===== config.mk =====
export PLATFORM = sky130hd
export DESIGN_NAME = adc_scan_ctrl
export DESIGN_NICKNAME = d
export VERILOG_FILES = /design/src/rtl/adc_scan_pkg.sv /design/src/rtl/adc_edge_sync.sv /design/src/rtl/adc_scan_seq.sv /design/src/rtl/adc_trig_ctrl.sv /design/src/rtl/adc_result_reg.sv /design/src/rtl/adc_scan_ctrl.sv
export SDC_FILE = /design/constraint.sdc
export NUM_CORES = 1
export LEC_CHECK = 0
export ABC_AREA = 1
export BUFFER_PORTS_ARGS = -buffer_cell sky130_fd_sc_hd__buf_2
export CAP_MARGIN = 20
export CORE_MARGIN = 2
export CORE_UTILIZATION = 30
export CTS_BUF_LIST = sky130_fd_sc_hd__clkbuf_8
export DETAILED_ROUTE_END_ITERATION = 12
export PLACE_DENSITY = 0.55
export SKIP_LAST_GASP = 1
export SLEW_MARGIN = 5
export SYNTH_ARGS = -nofsm -noshare
export SYNTH_HDL_FRONTEND = slang
export SYNTH_SLANG_ARGS = --single-unit

===== constraint.sdc =====
create_clock -name clk -period 3.2 [get_ports clk]
set_clock_uncertainty 0.15 [all_clocks]
set_input_delay 0.48 -clock clk [delete_from_list [all_inputs] [get_ports clk]]
set_output_delay 0.48 -clock clk [all_outputs]
set_load 0.1 [all_outputs]

===== src/rtl/adc_scan_pkg.sv =====
package adc_scan_pkg;

   typedef enum logic [1:0] {
      TRIG_SOFT = 2'b00,
      TRIG_INT  = 2'b01,
      TRIG_EXT  = 2'b10,
      TRIG_IDLE = 2'b11
   } trig_mode_e;

   localparam int REG_DATA  = 0;
   localparam int REG_RANGE = 1;
   localparam int REG_CTRL  = 2;

   localparam int CTRL_PACER_BIT = 2;
   localparam int CTRL_OVR_BIT   = 3;

endpackage


===== src/rtl/adc_edge_sync.sv =====
module adc_edge_sync #(
   parameter int N      = 2,
   parameter int STAGES = 2
) (
   input  logic         clk,
   input  logic         rst_n,
   input  logic [N-1:0] din,
   output logic [N-1:0] rise
);

   if (STAGES < 2) begin : g_bad_stages
      $error("adc_edge_sync: STAGES must be at least 2");
   end
   if (N < 1) begin : g_bad_n
      $error("adc_edge_sync: N must be at least 1");
   end

   for (genvar i = 0; i < N; i++) begin : g_bit
      logic [STAGES:0] chain;
      always_ff @(posedge clk) begin
         if (!rst_n) chain <= '0;
         else        chain <= {chain[STAGES-1:0], din[i]};
      end
      assign rise[i] = chain[STAGES-1] & ~chain[STAGES];
   end

endmodule


===== src/rtl/adc_scan_seq.sv =====
module adc_scan_seq #(
   parameter int CH_W = 4
) (
   input  logic              clk,
   input  logic              rst_n,
   input  logic              load,
   input  logic [2*CH_W-1:0] load_val,
   input  logic              advance,
   output logic [CH_W-1:0]   cur,
   output logic [CH_W-1:0]   lo,
   output logic [CH_W-1:0]   hi
);

   logic [CH_W-1:0] next_ch;
   logic            wrap;

   assign wrap    = (lo > hi) || (cur >= hi);
   assign next_ch = wrap ? lo : cur + 1'b1;

   always_ff @(posedge clk) begin
      if (!rst_n) begin
         lo  <= '0;
         hi  <= '0;
         cur <= '0;
      end else if (load) begin
         lo  <= load_val[CH_W-1:0];
         hi  <= load_val[2*CH_W-1:CH_W];
         cur <= load_val[CH_W-1:0];
      end else if (advance) begin
         cur <= next_ch;
      end
   end

endmodule


===== src/rtl/adc_trig_ctrl.sv =====
module adc_trig_ctrl
   import adc_scan_pkg::*;
(
   input  logic       clk,
   input  logic       rst_n,
   input  logic       ctrl_we,
   input  logic [1:0] ctrl_mode,
   input  logic       data_we,
   input  logic       tick,
   input  logic       pacer_rise,
   input  logic       trig_rise,
   input  logic       done,
   output logic [1:0] mode,
   output logic       pacer_en,
   output logic       busy,
   output logic       overrun,
   output logic       start,
   output logic       accept_done
);

   trig_mode_e mode_q;
   logic       paced;
   logic       req;
   logic       launch;

   assign paced  = (mode_q == TRIG_INT) || (mode_q == TRIG_EXT);

   always_comb begin
      unique case (mode_q)
         TRIG_SOFT: req = data_we;
         TRIG_INT:  req = pacer_en & tick;
         TRIG_EXT:  req = pacer_en & pacer_rise;
         default:   req = 1'b0;
      endcase
   end

   assign launch      = req & ~busy;
   assign accept_done = done & busy;

   always_ff @(posedge clk) begin
      if (!rst_n) begin
         mode_q   <= TRIG_SOFT;
         pacer_en <= 1'b0;
         busy     <= 1'b0;
         overrun  <= 1'b0;
         start    <= 1'b0;
      end else begin
         start <= launch;
         if (launch)           busy <= 1'b1;
         else if (accept_done) busy <= 1'b0;
         if (ctrl_we) begin
            mode_q   <= trig_mode_e'(ctrl_mode);
            pacer_en <= 1'b0;
            overrun  <= 1'b0;
         end else begin
            if (paced && (data_we || trig_rise)) pacer_en <= 1'b1;
            if (req && busy)                     overrun  <= 1'b1;
         end
      end
   end

   assign mode = mode_q;

endmodule


===== src/rtl/adc_result_reg.sv =====
module adc_result_reg #(
   parameter int ADC_W  = 16,
   parameter int DATA_W = 16
) (
   input  logic              clk,
   input  logic              rst_n,
   input  logic              capture,
   input  logic [ADC_W-1:0]  sample,
   output logic [DATA_W-1:0] word
);

   logic [DATA_W-1:0] justified;

   if (ADC_W > DATA_W) begin : g_bad_width
      $error("adc_result_reg: ADC_W must not exceed DATA_W");
   end else if (ADC_W == DATA_W) begin : g_full
      assign justified = sample;
   end else begin : g_pad
      assign justified = {sample, {(DATA_W-ADC_W){1'b0}}};
   end

   always_ff @(posedge clk) begin
      if (!rst_n)       word <= '0;
      else if (capture) word <= justified;
   end

endmodule


===== src/rtl/adc_scan_ctrl.sv =====
module adc_scan_ctrl
   import adc_scan_pkg::*;
#(
   parameter int DATA_W      = 16,
   parameter int ADDR_W      = 2,
   parameter int CH_W        = 4,
   parameter int ADC_W       = 16,
   parameter int SYNC_STAGES = 2
) (
   input  logic              clk,
   input  logic              rst_n,
   input  logic [ADDR_W-1:0] bus_addr,
   input  logic              bus_wr,
   input  logic              bus_rd,
   input  logic [DATA_W-1:0] bus_wdata,
   output logic [DATA_W-1:0] bus_rdata,
   input  logic              pacer_tick,
   input  logic              ext_pacer,
   input  logic              ext_trig,
   output logic [CH_W-1:0]   mux_sel,
   output logic              conv_start,
   input  logic              conv_done,
   input  logic [ADC_W-1:0]  conv_data,
   output logic              fifo_rst,
   output logic              overrun
);

   localparam int RANGE_W = 2 * CH_W;

   if (RANGE_W > DATA_W) begin : g_bad_range
      $error("adc_scan_ctrl: two channel nibbles must fit in the bus word");
   end
   if (DATA_W < 4) begin : g_bad_bus
      $error("adc_scan_ctrl: bus too narrow for the control register");
   end
   if (ADDR_W < 2) begin : g_bad_addr
      $error("adc_scan_ctrl: ADDR_W must be at least 2");
   end

   logic            data_we, range_we, ctrl_we;
   logic [1:0]      mode;
   logic            pacer_en, busy, accept_done;
   logic [1:0]      edge_in, edge_rise;
   logic [CH_W-1:0] scan_lo, scan_hi, scan_cur;
   logic [DATA_W-1:0] result_word;
   logic [DATA_W-1:0] rd_mux;
   logic              wdata_unused;

   assign data_we  = bus_wr && (bus_addr == ADDR_W'(REG_DATA));
   assign range_we = bus_wr && (bus_addr == ADDR_W'(REG_RANGE));
   assign ctrl_we  = bus_wr && (bus_addr == ADDR_W'(REG_CTRL));

   if (DATA_W > RANGE_W) begin : g_wd_spare
      assign wdata_unused = ^bus_wdata[DATA_W-1:RANGE_W];
   end else begin : g_wd_full
      assign wdata_unused = 1'b0;
   end

   assign edge_in = {ext_trig, ext_pacer};

   adc_edge_sync #(
      .N      (2),
      .STAGES (SYNC_STAGES)
   ) u_sync (
      .clk   (clk),
      .rst_n (rst_n),
      .din   (edge_in),
      .rise  (edge_rise)
   );

   adc_trig_ctrl u_trig (
      .clk         (clk),
      .rst_n       (rst_n),
      .ctrl_we     (ctrl_we),
      .ctrl_mode   (bus_wdata[1:0]),
      .data_we     (data_we),
      .tick        (pacer_tick),
      .pacer_rise  (edge_rise[0]),
      .trig_rise   (edge_rise[1]),
      .done        (conv_done),
      .mode        (mode),
      .pacer_en    (pacer_en),
      .busy        (busy),
      .overrun     (overrun),
      .start       (conv_start),
      .accept_done (accept_done)
   );

   adc_scan_seq #(
      .CH_W (CH_W)
   ) u_seq (
      .clk      (clk),
      .rst_n    (rst_n),
      .load     (range_we),
      .load_val (bus_wdata[RANGE_W-1:0]),
      .advance  (accept_done),
      .cur      (scan_cur),
      .lo       (scan_lo),
      .hi       (scan_hi)
   );

   adc_result_reg #(
      .ADC_W  (ADC_W),
      .DATA_W (DATA_W)
   ) u_result (
      .clk     (clk),
      .rst_n   (rst_n),
      .capture (accept_done),
      .sample  (conv_data),
      .word    (result_word)
   );

   always_ff @(posedge clk) begin
      if (!rst_n) fifo_rst <= 1'b0;
      else        fifo_rst <= range_we;
   end

   always_comb begin
      rd_mux = '0;
      if (bus_addr == ADDR_W'(REG_DATA)) begin
         rd_mux = result_word;
      end else if (bus_addr == ADDR_W'(REG_RANGE)) begin
         rd_mux[RANGE_W-1:0] = {scan_hi, scan_cur};
      end else if (bus_addr == ADDR_W'(REG_CTRL)) begin
         rd_mux[1:0]            = mode;
         rd_mux[CTRL_PACER_BIT] = pacer_en;
         rd_mux[CTRL_OVR_BIT]   = overrun;
      end
   end

   assign bus_rdata = bus_rd ? rd_mux : '0;
   assign mux_sel   = scan_cur;

endmodule


# ---- Word-level counts from Yosys, hierarchy flattened
# Index checks and enable logic that the tools add are counted.
dict set report word_totals {
  regBits 41
}
dict set report op_classes {
  eq_ne 4
  n_mux 12
  reduce_logical 13
  n_lt_le_gt_ge 2
  bitwise_logic 10
  n_addsub 1
}
# op count
set op_table {}
lappend op_table {{$mux W4} 6}
lappend op_table {{$mux W16} 1}
lappend op_table {{$mux W8} 2}
lappend op_table {{$and A1 B1 Y1} 6}
lappend op_table {{$logic_and A1 B1 Y1} 5}
lappend op_table {{$add A4 B1 Y4 const B} 1}
lappend op_table {{$eq A2 B1 Y1 const B} 2}
lappend op_table {{$eq A2 B2 Y1 const B} 2}
lappend op_table {{$ge A4 B4 Y1} 1}
lappend op_table {{$gt A4 B4 Y1} 1}
lappend op_table {{$logic_not A2 Y1} 2}
lappend op_table {{$not A1 Y1} 4}
lappend op_table {{$reduce_bool A2 Y1} 2}
lappend op_table {{$logic_or A1 B1 Y1} 3}
lappend op_table {{$pmux W1 S3} 1}
lappend op_table {{$mux W1} 2}
lappend op_table {{$reduce_or A2 Y1} 1}

# ---- Logic depth before layout (Yosys ltp)
dict set report depth {
  depth_word 6
  mapped_depth 12
}

# ---- Modules after synthesis
# From an unflattened synthesis, not the netlist that was laid out.
dict set report hier_totals {
  hier_cells 341
  hier_area_um2 2273.4
}
# module n_inst area_per_inst_um2 cells_each
set by_module_without_submodules {}
lappend by_module_without_submodules {adc_scan_seq 1 765.7 109}
lappend by_module_without_submodules {adc_result_reg 1 674.4 101}
lappend by_module_without_submodules {adc_scan_ctrl 1 351.6 67}
lappend by_module_without_submodules {adc_trig_ctrl 1 301.5 42}
lappend by_module_without_submodules {adc_edge_sync 1 180.2 22}

# ---- Worst setup path before layout
# OpenSTA, ideal clock, no wires.
dict set report synth_path {
  kind {input to output}
  start {input port bus_addr[1]}
  end {output port bus_rdata[4]}
  arrival_time_ns 2.314
  required_time_ns 2.570
  setup_slack_ns 0.256
  cell_stages 3
  path_buffers 0
  cell_sequence {nor2_2 nand2_1 a21oi_1}
}
dict set report synth_between {
  elab_chain_cells 4
  elab_cells_between_ends 5
  cone_classes {eq/ne (1); mux (3); reduce/logical (1)}
}
# element line_no
set synth_rtl {}
lappend synth_rtl {{start: declaration} adc_scan_ctrl.sv:12} ;# input logic [ADDR_W-1:0] bus_addr,
lappend synth_rtl {{$eq A2 B1 Y1} adc_scan_ctrl.sv:122} ;# end else if (bus_addr == ADDR_W'(REG_RANGE)) begin
lappend synth_rtl {{$mux W4} adc_scan_ctrl.sv:122}
lappend synth_rtl {{$mux W8 *} adc_scan_ctrl.sv:120} ;# if (bus_addr == ADDR_W'(REG_DATA)) begin
lappend synth_rtl {{$mux W16 *} adc_scan_ctrl.sv:131} ;# assign bus_rdata = bus_rd ? rd_mux : '0;
lappend synth_rtl {{end: declaration} adc_scan_ctrl.sv:16} ;# output logic [DATA_W-1:0] bus_rdata,
# Every way passes the cells marked *; elsewhere a longest branch is shown, timed or not.

# ---- Worst setup path after layout
dict set report layout_path {
  start {input port bus_addr[1]}
  end {output port bus_rdata[0]}
}
dict set report layout_between {
  elab_chain_cells 5
  elab_cells_between_ends 7
  cone_classes {eq/ne (2); mux (4); reduce/logical (1)}
}
# element line_no
set layout_rtl {}
lappend layout_rtl {{$eq A2 B2 Y1} adc_scan_ctrl.sv:124} ;# end else if (bus_addr == ADDR_W'(REG_CTRL)) begin
lappend layout_rtl {{$mux W4} adc_scan_ctrl.sv:124}
lappend layout_rtl {{$mux W4} adc_scan_ctrl.sv:122}
lappend layout_rtl {{$mux W8 *} adc_scan_ctrl.sv:120}
lappend layout_rtl {{$mux W16 *} adc_scan_ctrl.sv:131}
# Marks and branches as above.

==> results.md <==
- Status: finished, final reports clean
- Die W: between 80 and 90 µm
- Core ar.: between 6000 and 7000 µm²
- Design Power: ~1.1 mW
- Setup tns final: 0 ns
- Crit Path Class: in -> out
- Routed length per placed instance: between 10 and 15 µm
- Post-synthesis cell type count: 24
- Syn Area/Cell: 6.80 µm²
- Antenna-violating nets left: 0
- Synthesis-to-finish area growth: 21.2%
- Post-placement cell area: between 2000 and 2500 µm²
- Unrepaired setup endpoints after global routing: false
- Initial DRC count: 87
- FMAX: 396 MHz
- Num ports: 65
- Critical Path AT: ~1.9 ns
- Final Instance Area: approximately 2500 µm²
- First-pass GRT wire length: around 8.6 mm
- Largest net degree at the start of global routing: 31
- Hold buffer count at CTS: 0
- Final setup vio count: 0
- Gr usage total: 0.144
- Post-Synth XOR/XNOR Area: 0.00432
- Least-Margin Pin Slew: roughly 0.53 ns
- Post-synthesis mux area share: 0
- Clk_lat worst skew: between 0.2 and 0.3 ns
- Global route total overflow: 0
- Die footprint: approximately 7400 µm²
- Fin. max-slew vios: 0
- CP Launch Type: input port
- Pwr Density: approximately 440 nW/µm²
- Req. time, crit path: between 2 and 3 ns
- Clock Tree Buf Depth: 2
- HP Class: in -> reg
- Share of cells above drive strength 1: 0.201
- Detailed placement HPWL: 3.79 mm
- Synth Area in Simple Gates: 0.273
- Starting Density: 0.315
- GPL Wtd Cong: 0.805
- Htree depth: 2
- Gate power share: 0.183
- Vias per cell: 4.52
- Std-Cell Rows: 29
- Crit path time final: 2.52 ns
- Max_slew headroom: 0.646
- Clock sink total: between 40 and 50
- Clock root buffer: clkbuf_8
- Crit path max fanout: 10
- Placed cells: 423
- Post-Syn Area: ~2000 µm²
- Vias in the first global route: 1879
- Setup Fix Bufs, Post-CTS: 0
- Clock share of power: 0.314
- Tcrit/Tclk final: 0.788
- Worst setup EP type: output port
- FF+latch count, synth: between 40 and 50
- Synth Instances: around 300
- Hold Fails Final Rpt: 0
- Share of power burned in registers: 0.503
- Drc violations: 0
- Mapped Nets: between 300 and 400
- Largest family of logic cells by synthesized area: simple AND/OR/NAND/NOR gates
- TritonCTS Buffers: 5
- Adder-cell share of the synthesized area: 0.0741
- Pint: roughly 0.74 mW
- Router iterations before antenna repair: 4
- Die height: around 86 µm
- Ant diodes: 0
- Port-buffer cells: between 50 and 60
- Final WL: 5.11 mm
- Switching pwr: 0.341 mW
- Worst slack, placed: 0.656 ns
- Most frequent cells in the layout: 69 x nand2_1, 56 x buf_2, 44 x inv_1, 44 x nor2_1, 41 x dfxtp_1
- Initial antenna violation count: 0
- Ys Warns: 0
- Nets: 407
- Clock slew at reported path FFs: around 0.08 ns
- Vias: about 2000
- Post-Layout Cell Count: 431
- Post-route setup slack: 0.678 ns
- Post-synthesis sequential area ratio: 0.405
- Net Sw Frac: 0.316
- Post-cts sizing count: 0
- CTS tree: yes
- Leakage power: roughly 1.2 nW
- VDD IR-drop max: between 0.2 and 0.25 mV
- Maxcap violations: 0
- Commonest non-fill, non-tap cell in the layout: nand2_1
- Post-synthesis compound-gate area fraction: 0.141
layout make-up:
cell class,instances,area [µm²]
Fill cell,729,3970
Multi-Input combinational cell,203,997
Sequential cell,41,821
Timing Repair Buffer,56,280
Inverter,46,174
Tap cell,77,96.3
Clock buffer,5,68.8
Clock inverter,3,18.8
synth_stat cells (all sizes together):
cell type,instances,share of area
ha,12,0.074
inv,44,0.082
nor3,2,0.0049
dfxtp,41,0.41
xnor2,1,0.0043
buf,3,0.0074
nand2,71,0.14
a21oi,24,0.059
clkinv,2,0.0043
o211ai,2,0.0074
o221ai,1,0.0043
o21ai,27,0.067
nand4,1,0.0031
or2,1,0.0031
nor2,47,0.093
nand3,13,0.032
clkbuf,5,0.0093
o22ai,1,0.0031
power groups by stage:
| stage | logic [mW] | clock network, mW | registers, mW |
|---|---|---|---|
| detailed placement | 0.198 | 0 | 0.557 |
| global route | 0.221 | 0.377 | 0.548 |
| CTS | 0.199 | 0.356 | 0.545 |
| finish | 0.198 | 0.340 | 0.544 |
| global placement | 0.196 | 0 | 0.556 |
| floorplan | 0.121 | 0 | 0.578 |
flip-flops by register name (all words and copies together), names as in the netlist, 2 cells and up:
register and flops:
u_sync.g_bit.chain 6, u_seq.lo 4, u_result.word 16, u_seq.hi 4
u_seq.cur 4, u_trig.mode 2
routing by layer:
metal | track usage | routed length (µm) | vias up
met3 | 0.0419 | 277 | 2
met5 | 0 | 0 | -
met4 | 0.0256 | 10 | 0
li1 | - | - | 1045
met2 | 0.237 | 2290 | 49
met1 | 0.192 | 2530 | 854
final timing paths:
check                           start                  endpoint  slack, ns  depth (start not counted)
max                       bus_addr[1]              bus_rdata[0]       0.68                          7
min                          ext_trig  u_sync.g_bit[1].chain[0]       0.22                          3
max reg2reg               u_trig.busy              u_seq.cur[0]       1.33                          6
min reg2reg  u_sync.g_bit[1].chain[0]  u_sync.g_bit[1].chain[1]       0.27                          2
kinds of logic after synthesis:
| logic type | Yosys count |
|---|---|
| xor+xnor | 1 |
| flops | 41 |
| simple gates | 135 |
| buf+inv | 54 |
| fa+ha+maj | 12 |
| compound gates | 55 |
metrics by stage:
step,util,hold WS [ns]
finish,0.382,0.216
global route,0.382,0.202
CTS,0.382,0.204
detailed placement,0.369,0.248
global placement,0.369,0.243
floorplan,-,0.240
worst max-delay path: stages:
cell and delay, ns:
buf_2 0.14, nor2_2 0.37, inv_2 0.17, o22ai_1 0.14, o21ai_0 0.09, inv_1 0.08
buf_2 0.42
Power figures use the tool's default switching activity.
